$ cat src/rtl/ptr_step_pkg.sv
package ptr_step_pkg;

  typedef enum logic {
    PH_IDLE = 1'b0,
    PH_PAGE = 1'b1
  } phase_t;

  typedef struct packed {
    logic z;
    logic n;
    logic v;
    logic c;
  } flags_t;

endpackage

$ cat src/rtl/ptr_ofs_alu.sv
module ptr_ofs_alu
  import ptr_step_pkg::*;
#(
  parameter int OFS_W  = 16,
  parameter int STEP_W = 4
) (
  input  logic [OFS_W-1:0]  ofs_a,
  input  logic [STEP_W-1:0] step,
  input  logic              dec,
  output logic [OFS_W-1:0]  ofs_r,
  output flags_t            fl
);
  localparam int EXT = OFS_W - STEP_W;
  localparam int MSB = OFS_W - 1;

  logic [OFS_W-1:0] b_ext;
  logic [OFS_W-1:0] b_eff;
  logic [OFS_W:0]   sum;

  assign b_ext = {{EXT{1'b0}}, step};
  assign b_eff = dec ? ~b_ext : b_ext;

  // subtract as a + ~b + 1, so the carry out already means "no borrow"
  always_comb begin
    sum   = {1'b0, ofs_a} + {1'b0, b_eff} + {{OFS_W{1'b0}}, dec};
    ofs_r = sum[OFS_W-1:0];
    fl.c  = sum[OFS_W];
    fl.z  = (sum[OFS_W-1:0] == '0);
    fl.n  = sum[MSB];
    fl.v  = (ofs_a[MSB] == b_eff[MSB]) && (sum[MSB] != ofs_a[MSB]);
  end
endmodule

$ cat src/rtl/ptr_page_step.sv
module ptr_page_step #(
  parameter int PAGE_W = 8
) (
  input  logic [PAGE_W-1:0] page_a,
  input  logic              carry,
  input  logic              dec,
  output logic [PAGE_W-1:0] page_r
);
  logic [PAGE_W-1:0] delta;

  // inc: +carry ; dec: -1 when a borrow happened (carry clear)
  always_comb begin
    if (dec) delta = {PAGE_W{~carry}};
    else     delta = {{(PAGE_W-1){1'b0}}, carry};
    page_r = page_a + delta;
  end
endmodule

$ cat src/rtl/ptr_step_ctrl.sv
module ptr_step_ctrl
  import ptr_step_pkg::*;
(
  input  logic clk,
  input  logic rst,
  input  logic start,
  output logic load,
  output logic page_go
);
  phase_t phase_q;

  assign load    = start && (phase_q == PH_IDLE);
  assign page_go = (phase_q == PH_PAGE);

  always_ff @(posedge clk) begin
    if (rst)       phase_q <= PH_IDLE;
    else if (load) phase_q <= PH_PAGE;
    else           phase_q <= PH_IDLE;
  end
endmodule

$ cat src/rtl/ptr_step_unit.sv
module ptr_step_unit
  import ptr_step_pkg::*;
#(
  parameter int OFS_W  = 16,
  parameter int PAGE_W = 8,
  parameter int STEP_W = 4
) (
  input  logic              clk,
  input  logic              rst,
  input  logic              start_i,
  input  logic              dec_i,
  input  logic [STEP_W-1:0] step_i,
  input  logic [PAGE_W-1:0] page_i,
  input  logic [OFS_W-1:0]  ofs_i,
  output logic [OFS_W-1:0]  ofs_o,
  output logic [PAGE_W-1:0] page_o,
  output logic              flag_z_o,
  output logic              flag_n_o,
  output logic              flag_v_o,
  output logic              flag_c_o,
  output logic              flag_we_o,
  output logic              done_o
);
  logic              load, page_go;
  logic [OFS_W-1:0]  ofs_r;
  flags_t            fl_r;
  flags_t            flags_q;
  logic [PAGE_W-1:0] page_hold_q;
  logic              dec_hold_q;
  logic [PAGE_W-1:0] page_r;

  ptr_step_ctrl u_ctrl (
    .clk     (clk),
    .rst     (rst),
    .start   (start_i),
    .load    (load),
    .page_go (page_go)
  );

  ptr_ofs_alu #(.OFS_W(OFS_W), .STEP_W(STEP_W)) u_alu (
    .ofs_a (ofs_i),
    .step  (step_i),
    .dec   (dec_i),
    .ofs_r (ofs_r),
    .fl    (fl_r)
  );

  // page step consumes the carry from the registered status
  ptr_page_step #(.PAGE_W(PAGE_W)) u_page (
    .page_a (page_hold_q),
    .carry  (flags_q.c),
    .dec    (dec_hold_q),
    .page_r (page_r)
  );

  always_ff @(posedge clk) begin
    if (rst) begin
      ofs_o       <= '0;
      page_o      <= '0;
      flags_q     <= '0;
      page_hold_q <= '0;
      dec_hold_q  <= 1'b0;
      flag_we_o   <= 1'b0;
      done_o      <= 1'b0;
    end else begin
      flag_we_o <= load;
      done_o    <= page_go;
      if (load) begin
        ofs_o       <= ofs_r;
        flags_q     <= fl_r;
        page_hold_q <= page_i;
        dec_hold_q  <= dec_i;
      end
      if (page_go) page_o <= page_r;
    end
  end

  assign flag_z_o = flags_q.z;
  assign flag_n_o = flags_q.n;
  assign flag_v_o = flags_q.v;
  assign flag_c_o = flags_q.c;
endmodule

$ cat config.mk
export PLATFORM = sky130hd
export DESIGN_NAME = ptr_step_unit
export DESIGN_NICKNAME = d
export VERILOG_FILES = /design/src/rtl/ptr_step_pkg.sv /design/src/rtl/ptr_ofs_alu.sv /design/src/rtl/ptr_page_step.sv /design/src/rtl/ptr_step_ctrl.sv /design/src/rtl/ptr_step_unit.sv
export SDC_FILE = /design/constraint.sdc
export NUM_CORES = 1
export LEC_CHECK = 0
export BUFFER_PORTS_ARGS = -buffer_cell sky130_fd_sc_hd__buf_2
export CAP_MARGIN = 20
export CORE_MARGIN = 2
export CORE_UTILIZATION = 30
export CTS_CLUSTER_SIZE = 30
export DETAILED_ROUTE_END_ITERATION = 8
export SKIP_LAST_GASP = 1
export SLEW_MARGIN = 0
export SYNTH_ARGS = -nofsm -noshare
export SYNTH_HDL_FRONTEND = slang
export SYNTH_SLANG_ARGS = --single-unit
$ cat constraint.sdc
create_clock -name clk -period 3.1 [get_ports clk]
set_input_delay 0.155 -clock clk [delete_from_list [all_inputs] [get_ports clk]]
set_output_delay 0.155 -clock clk [all_outputs]
set_load 0.05 [all_outputs]
# After elaboration in Yosys (flattened, before gate mapping)
# Index checks and enable logic that the tools add are counted.
# W data, S select, Z words.
# op_classes
addsub,3
mul,0
n_div,0
order_cmp,0
eq_ne,2
shift,0
mux,3
bitwise_logic,3
reduce_logical,3
# ops
op,count
$add A16 B16 Y17,1
$add A17 B1 Y17,1
$logic_not A16 Y1,1
$mux W16,1
$not A4 Y16,1
$add A8 B8 Y8,1
$mux W8,1
$logic_and A1 B1 Y1,2
$not A1 Y1,2
$eq A1 B1 Y1,1
$mux W1,1
$ne A1 B1 Y1,1
# word_totals
reg_bits,40
latch_bits,0
ram_bits,0
rom_bits,0
output_inout_bits,30
memories,0

# Depth between registers and ports, before layout
# Gate-level depths: netlist (run 1).
# depth
ltp_word,6
mapped_depth,15

# Cells and area by module
# Synthesis (run 1) repeated with hierarchy kept, for this count alone.
# hier_totals
hier_cells,305
area_unflattened_um2,2733.9
# by_module_without_submodules
module,n_inst,cells_each,area_each_um2,seq_area_each_um2
ptr_step_unit,1,124,1398.8,780.7
ptr_ofs_alu,1,118,865.8,0.0
ptr_page_step,1,60,430.4,0.0
ptr_step_ctrl,1,3,38.8,20.0

# Worst setup path before layout (run 1)
# Ideal clock, no wire load.
# synth_timing
kind,flip-flop to flip-flop
start,reg flags_q (netlist bit flag_c_o)
end,reg page_o[7]
setup_time_ps,86
arrival_time_ps,2466
required_time_ps,3014
path_slack_ps,549
path_stages_with_launch,12
period_less_slack_ps,2551
path_cell_list,dfxtp_1 inv_1 ha_1 ha_1 a21o_1 a21oi_1 o21bai_1 a21oi_1 o21bai_1 a21oi_1 xnor2_1 a211oi_1
# synth_between
elab_chain_cells,3
# synth_rtl
item,line,rtl
from (decl),ptr_step_unit.sv:27,flags_t flags_q;
from (signal assigned),ptr_step_unit.sv:70,flags_q <= fl_r;
$not A1 Y1,ptr_page_step.sv:13,if (dec) delta = {PAGE_W{~carry}};
$mux W8 *,ptr_page_step.sv:13,
$add A8 B8 Y8 *,ptr_page_step.sv:15,page_r = page_a + delta;
to (signal assigned),ptr_step_unit.sv:74,if (page_go) page_o <= page_r;
to (decl),ptr_step_unit.sv:16,"output logic [PAGE_W-1:0] page_o,"
# Mark *: on every way between the ends. The rest lies on a longest branch, timed or not.
# A chain may end at the register's enable or synchronous reset.

# Worst setup path in the final report (run 1)
# layout_timing
start,in dec_i
end,reg flags_q (netlist bit flag_z_o)
# layout_between
elab_chain_cells,4
# layout_rtl
item,line,rtl
from (decl),ptr_step_unit.sv:11,"input logic dec_i,"
$mux W16,ptr_ofs_alu.sv:21,assign b_eff = dec ? ~b_ext : b_ext;
$add A16 B16 Y17,ptr_ofs_alu.sv:25,"sum = {1'b0, ofs_a} + {1'b0, b_eff} + {{OFS_W{1'b0}}, dec};"
$add A17 B1 Y17 *,ptr_ofs_alu.sv:25,
$logic_not A16 Y1 *,ptr_ofs_alu.sv:28,fl.z = (sum[OFS_W-1:0] == '0);
# Marked as above.

==> flow_summary_export.csv, run 1 <==
group,metric,value,unit
pwr,p_leak,0.00133,uW
pwr,vdd_ir_drop_max,205,uV
route,drcViolationCount,0,
route,wl,5.62,mm
grt,antenna_found_initial,0,
sta,fin_crit,2510,ps
clock_tree,clkTransAtPathRegs,80,ps
outcome,status,"complete, no violations",
sta,timing.fmax,398,MHz
grt,grt_pass1_vias,2112,
placed_design,pre_cts_ws,260,ps
worst_setup_path,start_kind,"input pin",
worst_setup_path,crit_fanout,17,
final_layout,fin_util,37.8,%
die,start_util,30.9,%
sta,relSlewSlack,50.0,%
sta,fin_tns_setup,0,ps
placed_design,place_congestion,0.800,
clock_tree,clockBufferDepth,2,
sta,timing.final.crit_share,81.0,%
clock_tree,numCtsBuffers,5,
final_layout,n_fill_cell,811,
route,drtIter0Drc,70,
clock_tree,cts_tree,"yes",
worst_setup_path,critPathCaptureType,"flip-flop",
worst_setup_path,worstPathArrival,2720,ps
route,drt-vias-per-instance,4.76,
die,rows,32,
synthesis,synth_nets,345,
worst_setup_path,criticalPathCategory,"in -> reg",
sta,rsz0062_at_grt,"no",
route,dr.pass1.iters,5,
final_layout,synthToLayoutAreaGrowth,22.5,%
worst_setup_path,critPathRequiredTime,3310,ps
synthesis,synth_top_cell_area_share,31.9,%
die,die_h,93.2,um
grt,gr-usage-all-layers,13.4,%
worst_setup_path,r2r_slack,690,ps
sta,hold_violations,0,
pwr,power.density,521,nW/um2
route,vias,2132,
sta,worst_pin_slew,747,ps
placed_design,io_buffers,61,
synthesis,synth_seq_cells,38,
clock_tree,htree_levels,2,
synthesis,synth_area,2380,um2
die,core,7730,um2
synthesis,ys.warnings.count,0,
final_layout,layout.nets,402,
synthesis,ys_seq_area_share,31.9,%
sta,slew_violations,0,
sta,hold_slack,98.2,ps
synthesis,synthTopCellsByArea,"dfxtp_1 32%, ha_1 12%, a21oi_1 7.6%",
synthesis,synth_edf_count,0,
synthesis,synth_cells,288,
clock_tree,ctsHoldBuffers,0,
synthesis,ys_types,43,
synthesis,synth_top_cell_by_area,"dfxtp_1",
sta,finalSetupViolations,0,
worst_hold_path,min_path_type,"in -> reg",
final_layout,drive_above_1_share,23.4,%
die,fp.dieW,93.2,um
final_layout,antenna_cells,0,
synthesis,syn_area_per_cell,8.28,um2
die,dieArea,8680,um2
sta,worst_slack,588,ps
run,max_cap_violations,0,
clock_tree,root_buffer,"clkbuf_8",
clock_tree,cts_sinks,38,
sta,finalClockSkew,7.82,ps
route,post_drt_wl_per_cell,12.5,um
placed_design,dp_hpwl,4.32,mm
route,ant_nets,0,
clock_tree,cts_setup_buffers,0,
synthesis,synthArstFlopShare,0,%
grt,grt_max_degree,39,
clock_tree,worstSkewPairLatency,290,ps
synthesis,synthFlopType,"dfxtp_1",
grt,grt_pass1_wl,9.34,mm
grt,grt_overflow_total,0,
clock_tree,cts_resized,0,
die,pin_count,62,
synth_stat cells (4+ instances only):
master,n
nand2_1,48
dfxtp_1,38
o21a_1,4
o21bai_1,5
mux2i_1,6
inv_1,13
buf_1,4
clkbuf_1,8
a21oi_1,36
nor2_1,24
o21ai_0,5
ha_1,23
xnor2_1,15
nor2b_1,6
xor2_1,6
a211oi_1,8
final cells by class:
cell class / count / area [um2] / area share [%]
clock buffers: 5 / 68.8 / 2.36
repair buffers: 63 / 320 / 11.0
clock inverters: 3 / 68.8 / 2.36
well taps: 102 / 128 / 4.37
inverters: 13 / 48.8 / 1.67
multi-input cells: 224 / 1530 / 52.2
flip-flops and latches: 38 / 761 / 26.0
critical path, stage by stage:
cell,delay [ps]
buf_2,340
xor2_1,230
inv_1,80
fa_1,430
nor2b_1,160
o31a_1,220
o2111ai_2,160
nand2_1,120
xor2_1,90
and4bb_1,240
nor4b_2,190
nand4b_1,140
o31ai_2,170
where the power goes:
part | switching (uW) | total [uW] | internal [uW]
sequential | 23.6 | 548 | 524
clock | 181 | 504 | 322
combinational | 306 | 470 | 164
total | 511 | 1520 | 1010
stage by stage:
stage	cell area, um2	cells	total power (uW)
5_1_grt	2920	448	1610
4_1_cts	2920	448	1550
3_3_place_gp	2780	440	1030
2_1_floorplan	2380	288	917
3_5_place_dp	2780	440	1030
6_report	2920	448	1520
per-layer routing:
layer / part of all wire (%) / up-vias / GRT usage [%]
li1: - / 1112 / -
met1: 47 / 957 / 16.2
met2: 46 / 54 / 23.2
met3: 5.3 / 9 / 3.30
met4: 1.5 / 0 / 4.41
met5: 0 / - / 0
logic make-up (layout without fill, tap and decap cells):
group | Yosys count | count (layout) | share of synthesized area (%)
XOR/XNOR | 21 | 21 | 7.71
AO/OA/AOI/OAI | 77 | 77 | 21.5
AND/OR/NAND/NOR | 94 | 94 | 17.8
flip-flops | 38 | 38 | 31.9
buffers and inverters | 26 | 84 | 4.25
multiplexers | 7 | 7 | 3.10
adder cells (fa/ha/maj) | 25 | 25 | 13.7
sequential cells by signal, indices dropped and copies added (netlist names):
register,flops
page_o,8
done_o,1
dec_hold_q,1
flag_v_o,1
page_hold_q,8
flag_we_o,1
ofs_o,16
flag_c_o,1
flag_z_o,1
final timing paths:
| path | depth (start not counted) | from | end |
|---|---|---|---|
| hold / removal | 3 | page_i[5] | page_hold_q[5] |
| hold reg to reg | 2 | page_hold_q[0] | page_hold_q[0] |
| setup reg to reg | 11 | flag_c_o | page_o[7] |
| setup / recovery | 13 | dec_i | flag_z_o |
placed cells by master (no fill, tap or decap), types with 6 or more instances in the layout:
cell,netlist,routed
buf_2,0,61
nand2_1,48,48
dfxtp_1,38,38
a21oi_1,36,36
nor2_1,24,24
ha_1,23,23
xnor2_1,15,15
inv_1,13,13
a211oi_1,8,8
xor2_1,6,6
mux2i_1,6,6
No activity file was read; power rests on OpenSTA's default activity.
==> run 2, diff against run 1 <==
--- a/config.mk
+++ b/config.mk
@@ -5,6 +5,7 @@
 export SDC_FILE = /design/constraint.sdc
 export NUM_CORES = 1
 export LEC_CHECK = 0
+export ABC_AREA = 1
 export BUFFER_PORTS_ARGS = -buffer_cell sky130_fd_sc_hd__buf_2
 export CAP_MARGIN = 20
 export CORE_MARGIN = 2
==> constraint.sdc (replaced) <==
create_clock -name clk -period 2.62 [get_ports clk]
set_input_delay 0.131 -clock clk [delete_from_list [all_inputs] [get_ports clk]]
set_output_delay 0.131 -clock clk [all_outputs]
set_load 0.05 [all_outputs]
==> run 2 against run 1 <==
Compared with the run above:
- sequential share of layout area is 2.7 points lower
- die area is 14% higher
- sequential power is 19% higher
- global-route usage is 0.79 points higher
- clock power is 16% lower
- final cell count is 31% higher
- register-to-register slack worse by 320 ps
- combinational power is 39% higher
- power is 14% higher
- hold slack better by 2.5 ps
- first-iteration DRC count is 23% higher
- flip-flop and latch count stayed put
- critical path type is now reg -> reg
- critical endpoint is now page_o[6]
- largest cell class unchanged
==> flow_summary_export.csv, run 2 <==
group,metric,value,unit
route,vias,2739,
final_layout,reg.largest.list,"ofs_o (16), page_hold_q (8), page_o (8)",
sta,fin_crit,2250,ps
grt,grt_max_degree,40,
pwr,vdd_ir_drop_max,258,uV
worst_setup_path,slowest_delay,390,ps
sta,timing.final.crit_share,85.7,%
synthesis,ys_seq_area_share,27.8,%
pwr,p_leak,0.00185,uW
worst_setup_path,r2r_end,"page_o[6]",
die,fp.dieW,99.6,um
route,drcViolationCount,0,
sta,rsz0062_at_grt,"no",
synthesis,yosys-top-cells-count,"111 x nand2_1, 68 x inv_1, 48 x nor2_1",
placed_design,place_congestion,0.917,
synthesis,syn_area_per_cell,6.54,um2
worst_hold_path,hold_depth,3,
sta,worst_pin_slew,722,ps
synthesis,synth_top_cell_area_share,27.8,%
final_layout,layout_common_cells,"111 x nand2_1, 68 x inv_1, 61 x buf_2, 48 x nor2_1, 38 x dfxtp_1",
final_layout,drive_above_1_share,19.3,%
final_layout,top_register,"ofs_o",
pwr,power,1730,uW
worst_setup_path,crit_chain,"inv_1, ha_1, inv_1, ha_1, inv_1, fa_1, o21ai_0, nand2_1, nand2_1, a21oi_1, nand2_1, nand2_1, o221ai_1, inv_1",
clock_tree,clkTransAtPathRegs,80,ps
synthesis,ys_types,32,
outcome,status,"complete, no violations",
synthesis,synthFlopType,"dfxtp_1",
synthesis,synth-compound-area-share,13.3,%
final_layout,synthToLayoutAreaGrowth,18.9,%
grt,grt_pass1_wl,11.4,mm
sta,relSlewSlack,51.6,%
final_layout,final_common_cell,"nand2_1",
worst_setup_path,worstPathArrival,2430,ps
clock_tree,root_buffer,"clkbuf_8",
sta,hold_slack,101,ps
clock_tree,clockBufferDepth,2,
sta,fin_tns_setup,0,ps
synthesis,ys.warnings.count,0,
clock_tree,cts_tree,"yes",
route,drtIter0Drc,86,
route,wl,6.83,mm
worst_setup_path,critPathRequiredTime,2800,ps
die,dieArea,9910,um2
synthesis,synth_xor_area_share,3.52,%
die,die_h,99.6,um
placed_design,pre_cts_ws,385,ps
final_layout,layout.nets,537,
synthesis,synthAdderAreaFrac,12.0,%
die,start_util,31.1,%
route,ant_nets,0,
worst_setup_path,criticalPathCategory,"reg -> reg",
final_layout,final_cells,589,
placed_design,dp_hpwl,5.53,mm
clock_tree,htree_levels,2,
clock_tree,cts_resized,0,
placed_design,io_buffers,61,
pwr,power.density,530,nW/um2
worst_setup_path,r2r_slack,370,ps
clock_tree,cts_sinks,38,
sta,slew_violations,0,
synthesis,synth_area,2740,um2
synthesis,synth_top_cell_by_area,"dfxtp_1",
worst_setup_path,cpMaxStageDelayCell,"fa_1",
die,pin_count,62,
worst_setup_path,crit_family,"adder cells",
worst_setup_path,worstPathBufferInverterCount,4,
grt,gr-usage-all-layers,14.2,%
route,post_drt_wl_per_cell,11.6,um
synthesis,synthMuxAreaShare,0,%
worst_setup_path,start_kind,"flip-flop",
die,core,8810,um2
worst_setup_path,crit_fanout,3,
sta,finalSetupViolations,0,
placed_design,dp_cells,580,
worst_hold_path,min_to,"page_hold_q[5]",
route,drt-vias-per-instance,4.65,
synthesis,synth_cells,419,
final_layout,antenna_cells,0,
clock_tree,numCtsBuffers,5,
synthesis,synth_edf_count,0,
sta,finalClockSkew,3.05,ps
synthesis,synthArstFlopShare,0,%
run,max_cap_violations,0,
sta,worst_slack,374,ps
worst_setup_path,r2r_start,"flag_c_o",
clock_tree,ctsHoldBuffers,0,
synthesis,yosysMostFrequentCell,"nand2_1",
grt,antenna_found_initial,0,
synthesis,synthTopCellsByArea,"dfxtp_1 28%, nand2_1 15%, ha_1 11%",
worst_hold_path,hold_start,"page_i[5]",
grt,grt_pass1_vias,2571,
clock_tree,cts_setup_buffers,0,
sta,hold_violations,0,
worst_setup_path,critPathCaptureType,"flip-flop",
clock_tree,worstSkewPairLatency,290,ps
worst_setup_path,r2r_cells,14,
route,dr.pass1.iters,4,
sta,timing.fmax,445,MHz
worst_hold_path,min_path_type,"in -> reg",
final_layout,largest_reg_flops,16,
grt,grt_overflow_total,0,
synthesis,synth_seq_cells,38,
final_layout,n_fill_cell,958,
synthesis,synth_nets,476,
synthesis,synth_top_family_by_area,"simple AND/OR/NAND/NOR gates",
die,rows,34,
synthesis,synth-simple-area-share,31.6,%
[run 2: cell count changes in the layout (fill, tap and decap cells not counted), sizes merged, moves of 8 or more]
cell,change
o211ai,+10
nand2,+70
xnor2,-10
inv,+57
a211oi,-8
a21oi,-15
nand3,+13
o21ai,+18
nor2,+29
[run 2: final cells by class]
class,count,area [um2],share of cell area [%]
clock buffers,6,82.6,2.53
clock inverters,2,12.5,0.384
inverters,71,267,8.18
multi-input cells,300,1650,50.7
flip-flops and latches,38,761,23.3
well taps,108,135,4.15
repair buffers,64,348,10.7
[run 2: worst max-delay path by stage]
stage	start	end	slack (ps)	depth (start not counted)
floorplan	flag_c_o	page_o[6]	160	14
global placement	flag_c_o	page_o[6]	430	14
detailed placement	flag_c_o	page_o[6]	380	14
CTS	flag_c_o	page_o[6]	360	14
global route	flag_c_o	page_o[6]	160	14
finish	flag_c_o	page_o[6]	370	14
[run 2: per-stage QoR]
step / utilization (%) / cell area (um2)
after global routing: 37.0 / 3260
after CTS: 36.7 / 3230
after detailed placement: 35.6 / 3140
final: 37.0 / 3260
after floorplan: - / 2740
after global placement: 35.6 / 3140
[run 2: cell families after synthesis]
family | after synthesis
buf+inv | 81
flops | 38
xor+xnor | 11
compound gates | 63
simple gates | 201
fa+ha+maj | 25
[run 2: power breakdown]
| group | internal (uW) | total [uW] | switching [uW] | leakage (uW) |
|---|---|---|---|---|
| clock | 211 | 423 | 212 | 0.0000472 |
| combinational | 205 | 652 | 446 | 0.00149 |
| sequential | 625 | 653 | 27.8 | 0.000314 |
| total | 1040 | 1730 | 686 | 0.00185 |
[run 2: tightest hold or removal path: stages]
cell	delay (ps)
buf_2	70
o21ai_0	70
nor2_1	80
[run 2: per-layer routing]
layer | GRT usage [%] | up-vias | wire (um)
li1 | - | 1450 | -
met1 | 17.2 | 1223 | 3200
met2 | 24.8 | 58 | 3200
met3 | 3.23 | 8 | 318
met4 | 4.43 | 0 | 106
met5 | 0 | - | 0
==> run 3, diff against run 2 <==
==> constraint.sdc (replaced) <==
create_clock -name clk -period 2.5 [get_ports clk]
set_input_delay 0.125 -clock clk [delete_from_list [all_inputs] [get_ports clk]]
set_output_delay 0.125 -clock clk [all_outputs]
set_load 0.05 [all_outputs]
==> run 3 against run 2 <==
Compared with the run above:
- clock power increased by 26%
- clock-buffer cell count unchanged
- sequential share of layout area about the same
- clock skew increased by 3.8 ps
- routed wire length decreased by 0.70%
- worst setup slack got worse by 120 ps
- maximum frequency increased by 0.17%
- via count decreased by 1.6%
- combinational power increased by 3.8%
- final cell count unchanged
- global-route usage increased by 0.43 points
- critical path depth unchanged
- highest routed layer unchanged
==> flow_summary_export.csv, run 3 (same netlist as run 2, synthesis figures left out) <==
group,metric,value,unit
outcome,status,"complete, no violations",
worst_setup_path,crit_fanout,3,
worst_setup_path,crit_chain,"inv_1, ha_1, inv_1, ha_1, inv_1, fa_1, o21ai_0, nand2_1, nand2_1, a21oi_1, nand2_1, nand2_1, o221ai_1, inv_1",
worst_setup_path,r2r_start,"flag_c_o",
clock_tree,cts_sinks,38,
grt,grt_pass1_wl,12.0,mm
die,fp.dieW,99.6,um
route,drt-vias-per-instance,4.58,
route,post_drt_wl_per_cell,11.5,um
clock_tree,numCtsBuffers,5,
die,start_util,31.1,%
route,dr.pass1.iters,4,
pwr,switching_share,37.4,%
clock_tree,cts_tree,"yes",
worst_setup_path,critPathCaptureType,"flip-flop",
sta,hold_slack,91.3,ps
grt,antenna_found_initial,0,
worst_setup_path,criticalPathCategory,"reg -> reg",
grt,grt_pass1_vias,2645,
grt,grt_max_degree,40,
worst_setup_path,worstPathArrival,2430,ps
pwr,p_int,1190,uW
pwr,switchingPower,708,uW
worst_setup_path,critPathCapture,"page_o[6]",
sta,worst_slack,258,ps
sta,timing.final.crit_share,89.7,%
worst_setup_path,r2r_slack,260,ps
worst_setup_path,worstPathBufferInverterCount,4,
final_layout,synthToLayoutAreaGrowth,19.1,%
pwr,p_comb_share,35.7,%
sta,relSlewSlack,72.7,%
worst_setup_path,start_kind,"flip-flop",
route,wl,6.78,mm
worst_setup_path,r2r_cells,14,
pwr,clkPwrFrac,28.1,%
grt,grt_overflow_total,0,
placed_design,place_congestion,0.919,
clock_tree,clkTransAtPathRegs,80,ps
worst_setup_path,critPathRequiredTime,2690,ps
pwr,power,1890,uW
die,pin_count,62,
pwr,p_leak,0.00186,uW
grt,gr-usage-all-layers,14.6,%
die,rows,34,
sta,hold_violations,0,
route,vias,2696,
final_layout,layout_common_cells,"111 x nand2_1, 68 x inv_1, 61 x buf_2, 48 x nor2_1, 38 x dfxtp_1",
placed_design,dp_hpwl,5.59,mm
worst_hold_path,min_path_type,"in -> reg",
worst_setup_path,cpMaxStageDelayCell,"fa_1",
sta,worst_pin_slew,408,ps
sta,slew_violations,0,
sta,fin_tns_setup,0,ps
placed_design,io_buffers,61,
clock_tree,worstSkewPairLatency,290,ps
final_layout,final_common_cell,"nand2_1",
run,max_cap_violations,0,
clock_tree,clockBufferDepth,2,
sta,fin_crit,2240,ps
die,dieArea,9910,um2
placed_design,pre_cts_ws,263,ps
sta,finalClockSkew,6.85,ps
route,drcViolationCount,0,
route,ant_nets,0,
pwr,pwr-share-seq,36.2,%
final_layout,top_register,"ofs_o",
sta,finalSetupViolations,0,
worst_setup_path,cp-startpoint,"flag_c_o",
final_layout,layout.nets,538,
worst_setup_path,worst-path-stages,14,
worst_setup_path,slowest_delay,390,ps
sta,timing.fmax,446,MHz
clock_tree,root_buffer,"clkbuf_8",
clock_tree,htree_levels,2,
pwr,vdd_ir_drop_max,270,uV
route,drtIter0Drc,88,
final_layout,reg.largest.list,"ofs_o (16), page_hold_q (8), page_o (8)",
final_layout,largest_reg_flops,16,
die,core,8810,um2
clock_tree,cts_setup_buffers,0,
worst_setup_path,r2r_end,"page_o[6]",
die,die_h,99.6,um
worst_setup_path,crit_family,"adder cells",
final_layout,antenna_cells,0,
pwr,power.density,580,nW/um2
clock_tree,cts_resized,0,
final_layout,drive_above_1_share,19.3,%
clock_tree,ctsHoldBuffers,0,
sta,rsz0062_at_grt,"no",
[run 3: cell type report]
type,instances,area [um2]
timing repair buffer,65,335
sequential,38,761
multi-input combinational,300,1650
fill,964,5540
clock buffer,6,82.6
tap,108,135
inverter,71,267
clock inverter,1,30.0
[run 3: per-stage QoR]
step                util, %  instances  cell area [um2]
floorplan                 -        419             2740
global placement       35.8        582             3150
detailed placement     35.8        582             3150
CTS                    37.1        589             3260
global route           37.1        589             3260
finish                 37.1        589             3260
[run 3: routing by layer]
| layer | track usage, % | wire length [um] | up-vias |
|---|---|---|---|
| met5 | 0 | 0 | - |
| met2 | 25.9 | 3240 | 52 |
| li1 | - | - | 1450 |
| met4 | 2.85 | 54 | 0 |
| met3 | 3.16 | 256 | 7 |
| met1 | 18.3 | 3220 | 1187 |
[run 3: worst reg2reg max path, cell delays in order (launching register included)]
cell and delay, ps:
dfxtp_1 340, inv_1 50, ha_1 280, inv_1 50
ha_1 150, inv_1 50, fa_1 390, o21ai_0 290
nand2_1 100, nand2_1 70, a21oi_1 70, nand2_1 60
nand2_1 50, o221ai_1 150, inv_1 50
[run 3: worst min path at each step]
stage | start | to | slack, ps | depth (start not counted)
after floorplan | dec_i | dec_hold_q | 290 | 2
after global placement | page_i[5] | page_hold_q[5] | 380 | 3
after CTS | page_i[5] | page_hold_q[5] | 80 | 3
after detailed placement | page_i[3] | page_hold_q[3] | 390 | 3
final | page_i[5] | page_hold_q[5] | 90 | 3
after global routing | page_i[6] | page_hold_q[6] | 120 | 3
[run 3: power by group through the flow]
stage	sequential [uW]	combinational, uW	clock, uW
after floorplan	828	384	0
after global placement	699	675	0
after detailed placement	699	680	0
after CTS	686	684	547
after global routing	692	764	575
final	685	677	532
